`config.mk`:
```
export PLATFORM = sky130hd
export DESIGN_NAME = sd_data_fifo
export DESIGN_NICKNAME = d
export VERILOG_FILES = /design/src/rtl/sdf_pkg.sv /design/src/rtl/sdf_mem.sv /design/src/rtl/sdf_word_ctr.sv /design/src/rtl/sdf_req.sv /design/src/rtl/sd_data_fifo.sv
export SDC_FILE = /design/constraint.sdc
export NUM_CORES = 1
export LEC_CHECK = 0
export ABC_AREA = 1
export BUFFER_PORTS_ARGS = -buffer_cell sky130_fd_sc_hd__buf_2
export CAP_MARGIN = 10
export CORE_UTILIZATION = 65
export CTS_CLUSTER_DIAMETER = 80
export DETAILED_ROUTE_END_ITERATION = 6
export PLACE_DENSITY_LB_ADDON = 0.1
export REMOVE_ABC_BUFFERS = 1
export SLEW_MARGIN = 20
export SYNTH_ARGS = -nofsm -noshare
export SYNTH_HDL_FRONTEND = slang
export SYNTH_HIERARCHICAL = 1
export SYNTH_SLANG_ARGS = --single-unit
```
`constraint.sdc`:
```
create_clock -name clk_i -period 7 [get_ports clk_i]
set_input_delay 1.05 -clock clk_i [delete_from_list [all_inputs] [get_ports clk_i]]
set_output_delay 1.05 -clock clk_i [all_outputs]
set_load 0.01 [all_outputs]
```
`src/rtl/sdf_pkg.sv`:
```
package sdf_pkg;
  localparam int unsigned THR_W    = 5;
  localparam int unsigned FILL_LSB = 4;
  localparam int unsigned WTHR_LSB = 9;
  localparam int unsigned RTHR_LSB = 14;
  localparam logic [THR_W-1:0] THR_RST = 5'd4;
endpackage

```
`src/rtl/sdf_mem.sv`:
```
module sdf_mem #(
  parameter int unsigned DEPTH = 16,
  parameter int unsigned DW    = 32,
  localparam int unsigned AW   = $clog2(DEPTH),
  localparam int unsigned CW   = AW + 1
) (
  input  logic          clk_i,
  input  logic          rst_ni,
  input  logic          flush_i,
  input  logic          push_i,
  input  logic          pop_i,
  input  logic [DW-1:0] wdata_i,
  output logic [DW-1:0] rdata_o,
  output logic [CW-1:0] fill_o,
  output logic          full_o,
  output logic          empty_o
);
  logic [DW-1:0] mem [DEPTH];
  logic [AW-1:0] wp_q, rp_q;
  logic          do_push, do_pop;

  assign full_o  = (fill_o == CW'(DEPTH));
  assign empty_o = (fill_o == '0);
  assign do_push = push_i && !full_o && !flush_i;
  assign do_pop  = pop_i && !empty_o && !flush_i;

  always_ff @(posedge clk_i) begin
    if (do_push) mem[wp_q] <= wdata_i;
  end

  always_ff @(posedge clk_i or negedge rst_ni) begin
    if (!rst_ni) begin
      wp_q    <= '0;
      rp_q    <= '0;
      fill_o  <= '0;
      rdata_o <= '0;
    end else if (flush_i) begin
      wp_q   <= '0;
      rp_q   <= '0;
      fill_o <= '0;
    end else begin
      if (do_push) wp_q <= wp_q + AW'(1);
      if (do_pop) begin
        rp_q    <= rp_q + AW'(1);
        rdata_o <= mem[rp_q];
      end
      case ({do_push, do_pop})
        2'b10:   fill_o <= fill_o + CW'(1);
        2'b01:   fill_o <= fill_o - CW'(1);
        default: ;
      endcase
    end
  end

  a_r3_fill_bound: assert property (@(posedge clk_i) disable iff (!rst_ni)
    fill_o <= CW'(DEPTH));
  a_r4_full_hold: assert property (@(posedge clk_i) disable iff (!rst_ni)
    (push_i && full_o && !pop_i && !flush_i) |=> (fill_o == CW'(DEPTH)));
  a_r4_empty_hold: assert property (@(posedge clk_i) disable iff (!rst_ni)
    (pop_i && empty_o) |=> $stable(rdata_o));
endmodule

```
`src/rtl/sdf_word_ctr.sv`:
```
module sdf_word_ctr #(
  parameter int unsigned WW = 12
) (
  input  logic          clk_i,
  input  logic          rst_ni,
  input  logic          load_i,
  input  logic [WW-1:0] len_i,
  input  logic          step_i,
  output logic [WW-1:0] left_o,
  output logic          wrap_o
);
  assign wrap_o = step_i && !load_i && (left_o <= WW'(1));

  always_ff @(posedge clk_i or negedge rst_ni) begin
    if (!rst_ni)        left_o <= '0;
    else if (load_i)    left_o <= len_i;
    else if (wrap_o)    left_o <= len_i;
    else if (step_i)    left_o <= left_o - WW'(1);
  end

  a_r8_left_bound: assert property (@(posedge clk_i) disable iff (!rst_ni)
    !load_i |=> (left_o <= len_i) || ($past(left_o) == left_o));
endmodule

```
`src/rtl/sdf_req.sv`:
```
module sdf_req
  import sdf_pkg::*;
#(
  parameter int unsigned DEPTH = 16,
  parameter int unsigned CW    = 5,
  parameter int unsigned WW    = 12
) (
  input  logic             dir_read_i,
  input  logic             active_i,
  input  logic [CW-1:0]    fill_i,
  input  logic [THR_W-1:0] rd_thr_i,
  input  logic [THR_W-1:0] wr_thr_i,
  input  logic [WW-1:0]    cpu_left_i,
  output logic             req_o
);
  int unsigned fill_n, free_n;
  logic rd_req, wr_req;

  always_comb begin
    fill_n = int'(fill_i);
    free_n = DEPTH - fill_n;
    rd_req = (fill_n != 0) &&
             ((fill_n >= int'(rd_thr_i)) || (fill_n >= int'(cpu_left_i)));
    wr_req = active_i && (free_n >= int'(wr_thr_i));
    req_o  = dir_read_i ? rd_req : wr_req;
  end
endmodule

```
`src/rtl/sd_data_fifo.sv`:
```
module sd_data_fifo
  import sdf_pkg::*;
#(
  parameter int unsigned DEPTH  = 16,
  parameter int unsigned DW     = 32,
  parameter int unsigned BSZ_W  = 12,
  parameter int unsigned BCNT_W = 9
) (
  input  logic              clk_i,
  input  logic              rst_ni,
  input  logic              dir_read_i,
  input  logic              start_i,
  input  logic [BSZ_W-1:0]  blk_size_i,
  input  logic [BCNT_W-1:0] blk_cnt_i,
  input  logic              cpu_wr_i,
  input  logic [DW-1:0]     cpu_wdata_i,
  input  logic              cpu_rd_i,
  output logic [DW-1:0]     cpu_rdata_o,
  input  logic              st_push_i,
  input  logic [DW-1:0]     st_data_i,
  input  logic              st_pop_i,
  output logic [DW-1:0]     st_data_o,
  input  logic              dbg_we_i,
  input  logic [31:0]       dbg_wdata_i,
  output logic [31:0]       dbg_rdata_o,
  input  logic              blk_clr_i,
  input  logic              err_clr_i,
  output logic              data_req_o,
  output logic              blk_irq_o,
  output logic              fifo_err_o,
  output logic              xfer_done_o
);
  localparam int unsigned CW = $clog2(DEPTH) + 1;
  localparam int unsigned WW = BSZ_W;

  logic [WW-1:0]     blk_words_q, st_left, cpu_left;
  logic [BCNT_W-1:0] blocks_q;
  logic [THR_W-1:0]  rd_thr_q, wr_thr_q;
  logic [CW-1:0]     fill;
  logic [DW-1:0]     rdata, wdata;
  logic              full, empty, active, push, pop, misuse;
  logic              st_step, cpu_step, blk_end, unused_cpu_wrap;
  logic              unused_dbg;

  assign unused_dbg = ^{dbg_wdata_i[31:RTHR_LSB+THR_W], dbg_wdata_i[WTHR_LSB-1:0]};

  assign active = (blocks_q != '0);
  // direction picks which side feeds and which side drains
  assign push   = dir_read_i ? (st_push_i && active) : cpu_wr_i;
  assign pop    = dir_read_i ? cpu_rd_i : (st_pop_i && active);
  assign wdata  = dir_read_i ? st_data_i : cpu_wdata_i;
  assign misuse = !start_i && ((push && full) || (pop && empty));

  assign st_step  = !start_i && (dir_read_i ? (push && !full) : (pop && !empty));
  assign cpu_step = !start_i && dir_read_i && pop && !empty;

  sdf_mem #(.DEPTH(DEPTH), .DW(DW)) u_mem (
    .clk_i, .rst_ni, .flush_i(start_i), .push_i(push), .pop_i(pop),
    .wdata_i(wdata), .rdata_o(rdata), .fill_o(fill), .full_o(full), .empty_o(empty)
  );

  sdf_word_ctr #(.WW(WW)) u_st_ctr (
    .clk_i, .rst_ni, .load_i(start_i), .len_i(start_i ? (blk_size_i >> 2) : blk_words_q),
    .step_i(st_step), .left_o(st_left), .wrap_o(blk_end)
  );

  sdf_word_ctr #(.WW(WW)) u_cpu_ctr (
    .clk_i, .rst_ni, .load_i(start_i), .len_i(start_i ? (blk_size_i >> 2) : blk_words_q),
    .step_i(cpu_step), .left_o(cpu_left), .wrap_o(unused_cpu_wrap)
  );

  sdf_req #(.DEPTH(DEPTH), .CW(CW), .WW(WW)) u_req (
    .dir_read_i, .active_i(active), .fill_i(fill), .rd_thr_i(rd_thr_q),
    .wr_thr_i(wr_thr_q), .cpu_left_i(cpu_left), .req_o(data_req_o)
  );

  always_ff @(posedge clk_i or negedge rst_ni) begin
    if (!rst_ni) begin
      blk_words_q <= '0;
      blocks_q    <= '0;
      rd_thr_q    <= THR_RST;
      wr_thr_q    <= THR_RST;
      blk_irq_o   <= 1'b0;
      fifo_err_o  <= 1'b0;
      xfer_done_o <= 1'b0;
    end else begin
      if (dbg_we_i) begin
        rd_thr_q <= dbg_wdata_i[RTHR_LSB +: THR_W];
        wr_thr_q <= dbg_wdata_i[WTHR_LSB +: THR_W];
      end
      if (start_i) begin
        blk_words_q <= blk_size_i >> 2;
        blocks_q    <= blk_cnt_i;
        xfer_done_o <= 1'b0;
      end else if (blk_end) begin
        blocks_q <= blocks_q - BCNT_W'(1);
        if (blocks_q == BCNT_W'(1)) xfer_done_o <= 1'b1;
      end
      if (blk_end)        blk_irq_o <= 1'b1;
      else if (blk_clr_i) blk_irq_o <= 1'b0;
      if (misuse)         fifo_err_o <= 1'b1;
      else if (err_clr_i) fifo_err_o <= 1'b0;
    end
  end

  assign cpu_rdata_o = rdata;
  assign st_data_o   = rdata;

  always_comb begin
    dbg_rdata_o = '0;
    dbg_rdata_o[FILL_LSB +: THR_W] = THR_W'(fill);
    dbg_rdata_o[WTHR_LSB +: THR_W] = wr_thr_q;
    dbg_rdata_o[RTHR_LSB +: THR_W] = rd_thr_q;
  end

  a_r5_err_sticky: assert property (@(posedge clk_i) disable iff (!rst_ni)
    (fifo_err_o && !err_clr_i) |=> fifo_err_o);
  a_r4_empty_pop_err: assert property (@(posedge clk_i) disable iff (!rst_ni)
    (pop && empty && !start_i) |=> fifo_err_o);
  a_r8_blocks_down: assert property (@(posedge clk_i) disable iff (!rst_ni)
    !start_i |=> (blocks_q <= $past(blocks_q)));
  a_r8_done_zero: assert property (@(posedge clk_i) disable iff (!rst_ni)
    xfer_done_o |-> (blocks_q == '0));
  a_r10_start_flush: assert property (@(posedge clk_i) disable iff (!rst_ni)
    start_i |=> (fill == '0) && !xfer_done_o);
endmodule

```
Yosys cells after proc, flatten, opt, wreduce, memory -nomap -nowiden
Memories as Yosys holds them, arrays and structs flattened. A register that Yosys moved wholly into a read port is not among the register bits. Cells that the tools add are included.

Muxes and demuxes: 29. Bitwise operators: 1. Add/subtract/negate cells: 8. Divide/modulo/power cells: 0. Multipliers: 0. Reductions and logical operators: 39. Magnitude comparators: 5. Shift-type cells: 0. Equal/unequal tests: 4.

Operators by type and width (count): 12-bit 2-to-1 mux (7); 32-bit by 5-bit >= comparator with 1-bit output (1); 32-bit 2-to-1 mux (1); 12-bit by 1-bit less-or-equal comparator with 1-bit output (second input constant) (2); 12-bit by 1-bit subtractor with 12-bit output (second input constant) (2); 1-bit logical AND (19); 9-bit 2-to-1 mux (2); 4-bit 2-to-1 mux (4); 1-bit 2-to-1 mux (13); 5-bit by 12-bit >= comparator with 1-bit output (1); 2-bit nonzero test (6); 5-bit one-hot mux with 2 select lines (1); 9-bit by 1-bit equality test with 1-bit output (second input constant) (1); 3-bit nonzero test (3); 9-bit nonzero test (1); 9-bit by 1-bit subtractor with 9-bit output (second input constant) (1); 4-bit by 1-bit adder with 4-bit output (second input constant) (2); 5-bit by 5-bit subtractor with 6-bit output (first input constant) (1); 5-bit by 1-bit adder with 5-bit output (second input constant) (1); 5-bit equality test (second input constant) (1); 5-bit >= comparator (1); 5-bit logical NOT (1); 5-bit 2-to-1 mux (1); 5-bit nonzero test (1); other kinds (7) (12).

Flip-flop bits (word level): 71. Bits in writable memories: 512. Logic and storage cells: 99. Bits in latches: 0. Memories kept: 1. Bits in read-only memories: 0. Bits of input ports: 128. Output and inout bits: 100.

Memories: u_mem.mem (words 16, bits a word 32, rd ports 1, clocked after memory_dff 1, wr ports 1, RTL line sdf_mem.sv:18) `logic [DW-1:0] mem [DEPTH];`.

Longest topological paths before layout
Depth in word-level cells: 10. Gate-level depth with buffers: 21.

By module
Netlist, hierarchy kept.

Modules (own cells, without submodules): sdf_mem (area each 22350.2 um2, times used 1, cells each 1803, sequential area each 16500.8 um2); sd_data_fifo (area each 2373.5 um2, times used 1, cells each 331, sequential area each 853.3 um2); sdf_word_ctr (area each 957.2 um2, times used 2, cells each 160, sequential area each 300.3 um2); sdf_req (area each 556.8 um2, times used 1, cells each 99, sequential area each 0.0 um2).

Least setup slack after synthesis
OpenSTA, ideal clock, no wires.

Kind: input to register. From: input port dir_read_i. To: memory u_mem.mem[12][0], enable pin. Stages on the path: 9. Slack: 2.559 ns. Setup time: 0.461 ns. Arrival: 3.979 ns. Required time: 6.539 ns. Path through: buf_2 > nand2_1 > inv_1 > nand2_1 > nand2_2 > nand2_2 > inv_2 > nand3_1 > nor3_1.

Word-level cells in the longest chain between the ends: 5.

Ends and longest elaborated chain: from (decl) (RTL line sd_data_fifo.sv:11) `input logic dir_read_i,`; 1-bit 2-to-1 mux (RTL line sd_data_fifo.sv:49) `assign push = dir_read_i ? (st_push_i && active) : cpu_wr_i;`; net push (RTL line sd_data_fifo.sv:41) `logic full, empty, active, push, pop, misuse;`; 1-bit logical AND (2 in a row) (RTL line sdf_mem.sv:24) `assign do_push = push_i && !full_o && !flush_i;`; 1-bit 2-to-1 mux (RTL line sdf_mem.sv:28) `if (do_push) mem[wp_q] <= wdata_i;`; 1-bit 2-to-1 mux (implied by the code) (RTL line sdf_mem.sv:28); to (decl) (RTL line sdf_mem.sv:18).

The timed path passes the listed nets, and every way through them passes these cells.

Final worst setup path
From: input port dir_read_i. To: memory u_mem.mem[7][20], enable pin.

The elaborated chain is that of the path after synthesis.

==> summary.md <==
| Metric | Value |
|---|---|
| Grt ovf | 0 |
| Tmin final | 3981 ps |
| RSZ-0062 raised after global routing | no |
| Crit start category | input port |
| First-pass DRT Iterations | 7 |
| Total GRT Usage | 30.97% |
| Post-Route WL | 65300 um |
| Drt wl/cell | 20.01 um |
| Endpoints failing hold | 0 |
| Worst Tran Pin Value | 1081 ps |
| Worst path max stage delay | 890 ps |
| Max-slew violations | 0 |
| CP arrival | 4290 ps |
| Clk slew on worst S/H paths | 60 ps |
| DRT iter0 DRCs | 1913 |
| WP buf/inv | 4 |
| Post-CTS Setup Inserts | 0 |
| Commonest non-fill, non-tap cells in the layout | 938 x nand2_1, 512 x edfxtp_1, 284 x nand3_1, 185 x buf_2, 112 x inv_1 |
| Worst Skew | 22.95 ps |
| Post-layout power | 0.01006 W |
| Largest net degree at the start of global routing | 112 |
| CP Cell Sequence | buf_2 > inv_2 > nand2_1 > nand2_2 > nand2_2 > inv_2 > nand2_1 > nor2_4 > buf_4 |
| Inst Count DP | 3149 |
| Worst Path Max Fanout | 35 |
| Worst hold path type | input port to asynchronous set/reset pin |
| Hold-fix buffers, CTS | 0 |
| First-pass GRT wire length | 99300 um |
| YS warnings | 6 |
| DRC Markers | 16 |
| IO Count | 228 |
| Final setup fails | 0 |
| Commonest non-fill, non-tap cell in the layout | nand2_1 |
| GP Congestion | 0.8791 |
| Initial Util | 66.29% |
| Row count | 74 |
| Dpl ws | 2410 ps |
| NumNets Final | 2840 |
| Routed vias | 18950 |
| PwrDens | 333.4 nW/um^2 |
| Non-filler cells, final | 3263 |
| Slew HR | 27.94% |
| Worst hold slack | 457.6 ps |
| Post-CTS Resized | 0 |
| Die Width | 206.5 um |
| Status | finished, violations left |
| WP depth | 9 |
| Worst EP required | 7310 ps |
| Cells after Synth | 2552 |
| Die Y-Extent | 206.5 um |
| Die area | 42650 sq um |
| Vias in the first global route | 18240 |
| P_leak | 12.48 nW |
| Sink Count | 615 |
| Crit Path Class | input port to flip-flop |
| Vias/cell | 5.807 |
| Clock tree buffer depth | 3 |
| Core area | 41020 sq um |
| Skew-Pair Late Insertion Delay | 630 ps |
| Maximum vdd drop | 0.2468 mV |
| FF-to-FF path depth | 6 |
| Worst Setup End Kind | flip-flop |
| Root buffer cell | clkbuf_16 |
| Post-Syn Area | 27190 sq um |
| CP delay by family, top | buffers and inverters |
| Max Cap Viol | 0 |
| Initial antenna violation count | 0 |
| Layout cells sized above 1 | 14.06% |
| HPWL Detailed | 35830 um |
| CTS HTree Levels | 2 |
| Final ANT Viol Nets | 0 |
| Fmax | 0.2512 GHz |
| Fin crit share | 56.87% |
| Mean Syn Cell Area | 10.65 sq um |
| Ant diodes | 0 |
| Fin worst setup slack | 3019 ps |
| Area delta synth->final | 10.94% |
| IO buf count | 186 |
| Slowest CP cell | nor2_4 |
| Violations in the final reports | DRC |
| CTS tree | yes |
| CTS Buf Count | 60 |
[final cells by class]
type	count	area (sq um)
clock inverters	29	314.1
flip-flops and latches	615	17960
repair buffers	221	1200
inverters	127	483.0
well taps	532	665.6
multi-input cells	1654	7838
fillers	2803	10850
clock buffers	85	1707
[worst paths after layout]
kind / from / endpoint / slack (ps)
max in group asynchronous: rst_ni / u_mem/rp_q[0]$_DFFE_PN0P_ / 5160
min in group clk_i: blk_words_q[8]$_DFF_PN0_ / blk_words_q[8]$_DFF_PN0_ / 490
setup / recovery: dir_read_i / u_mem/mem[7][20]$_DFFE_PP_ / 3020
hold reg to reg: blk_words_q[8]$_DFF_PN0_ / blk_words_q[8]$_DFF_PN0_ / 490
setup reg to reg: u_mem/rp_q[0]$_DFFE_PN0P_ / u_mem/rdata_o[10]$_DFFE_PN0P_ / 3460
hold / removal: rst_ni / xfer_done_o$_DFFE_PN0P_ / 460
[metal layers]
metal,vias up,routed length [um],track usage (%)
met5,-,0,0
met4,0,1722,10.64
met3,125,4714,3.878
met2,850,32350,52.45
met1,9118,26510,41.69
li1,8855,-,-
[flip-flops by register name (all words and copies together) (netlist names), 9 cells and up]
| signal | cells |
|---|---|
| u_mem/rdata_o | 32 |
| blk_words_q | 12 |
| u_mem/mem | 512 |
| blocks_q | 9 |
| u_st_ctr/left_o | 12 |
| u_cpu_ctr/left_o | 12 |
[power breakdown]
group | internal [W] | total, W | switching (W)
clock | 0.00189 | 0.00327 | 0.00138
combinational | 0.000767 | 0.00234 | 0.00157
sequential | 0.00419 | 0.00445 | 0.000261
[per-stage QoR]
step | util [%] | TNS, ps | instance area [sq um]
global placement | 68.60 | 0 | 28140
floorplan | - | -9806 | 26160
CTS | 73.54 | 0 | 30160
detailed placement | 68.61 | 0 | 28140
global route | 73.55 | 0 | 30170
finish | 73.55 | 0 | 30170
[worst reg2reg max path: stages (launching register included)]
cell,delay (ps)
dfrtp_4,830
inv_6,800
buf_4,1010
a21boi_0,310
o211ai_1,290
nand3_1,150
nand2_1,100
Note: power is estimated with default switching activity, not from simulation.
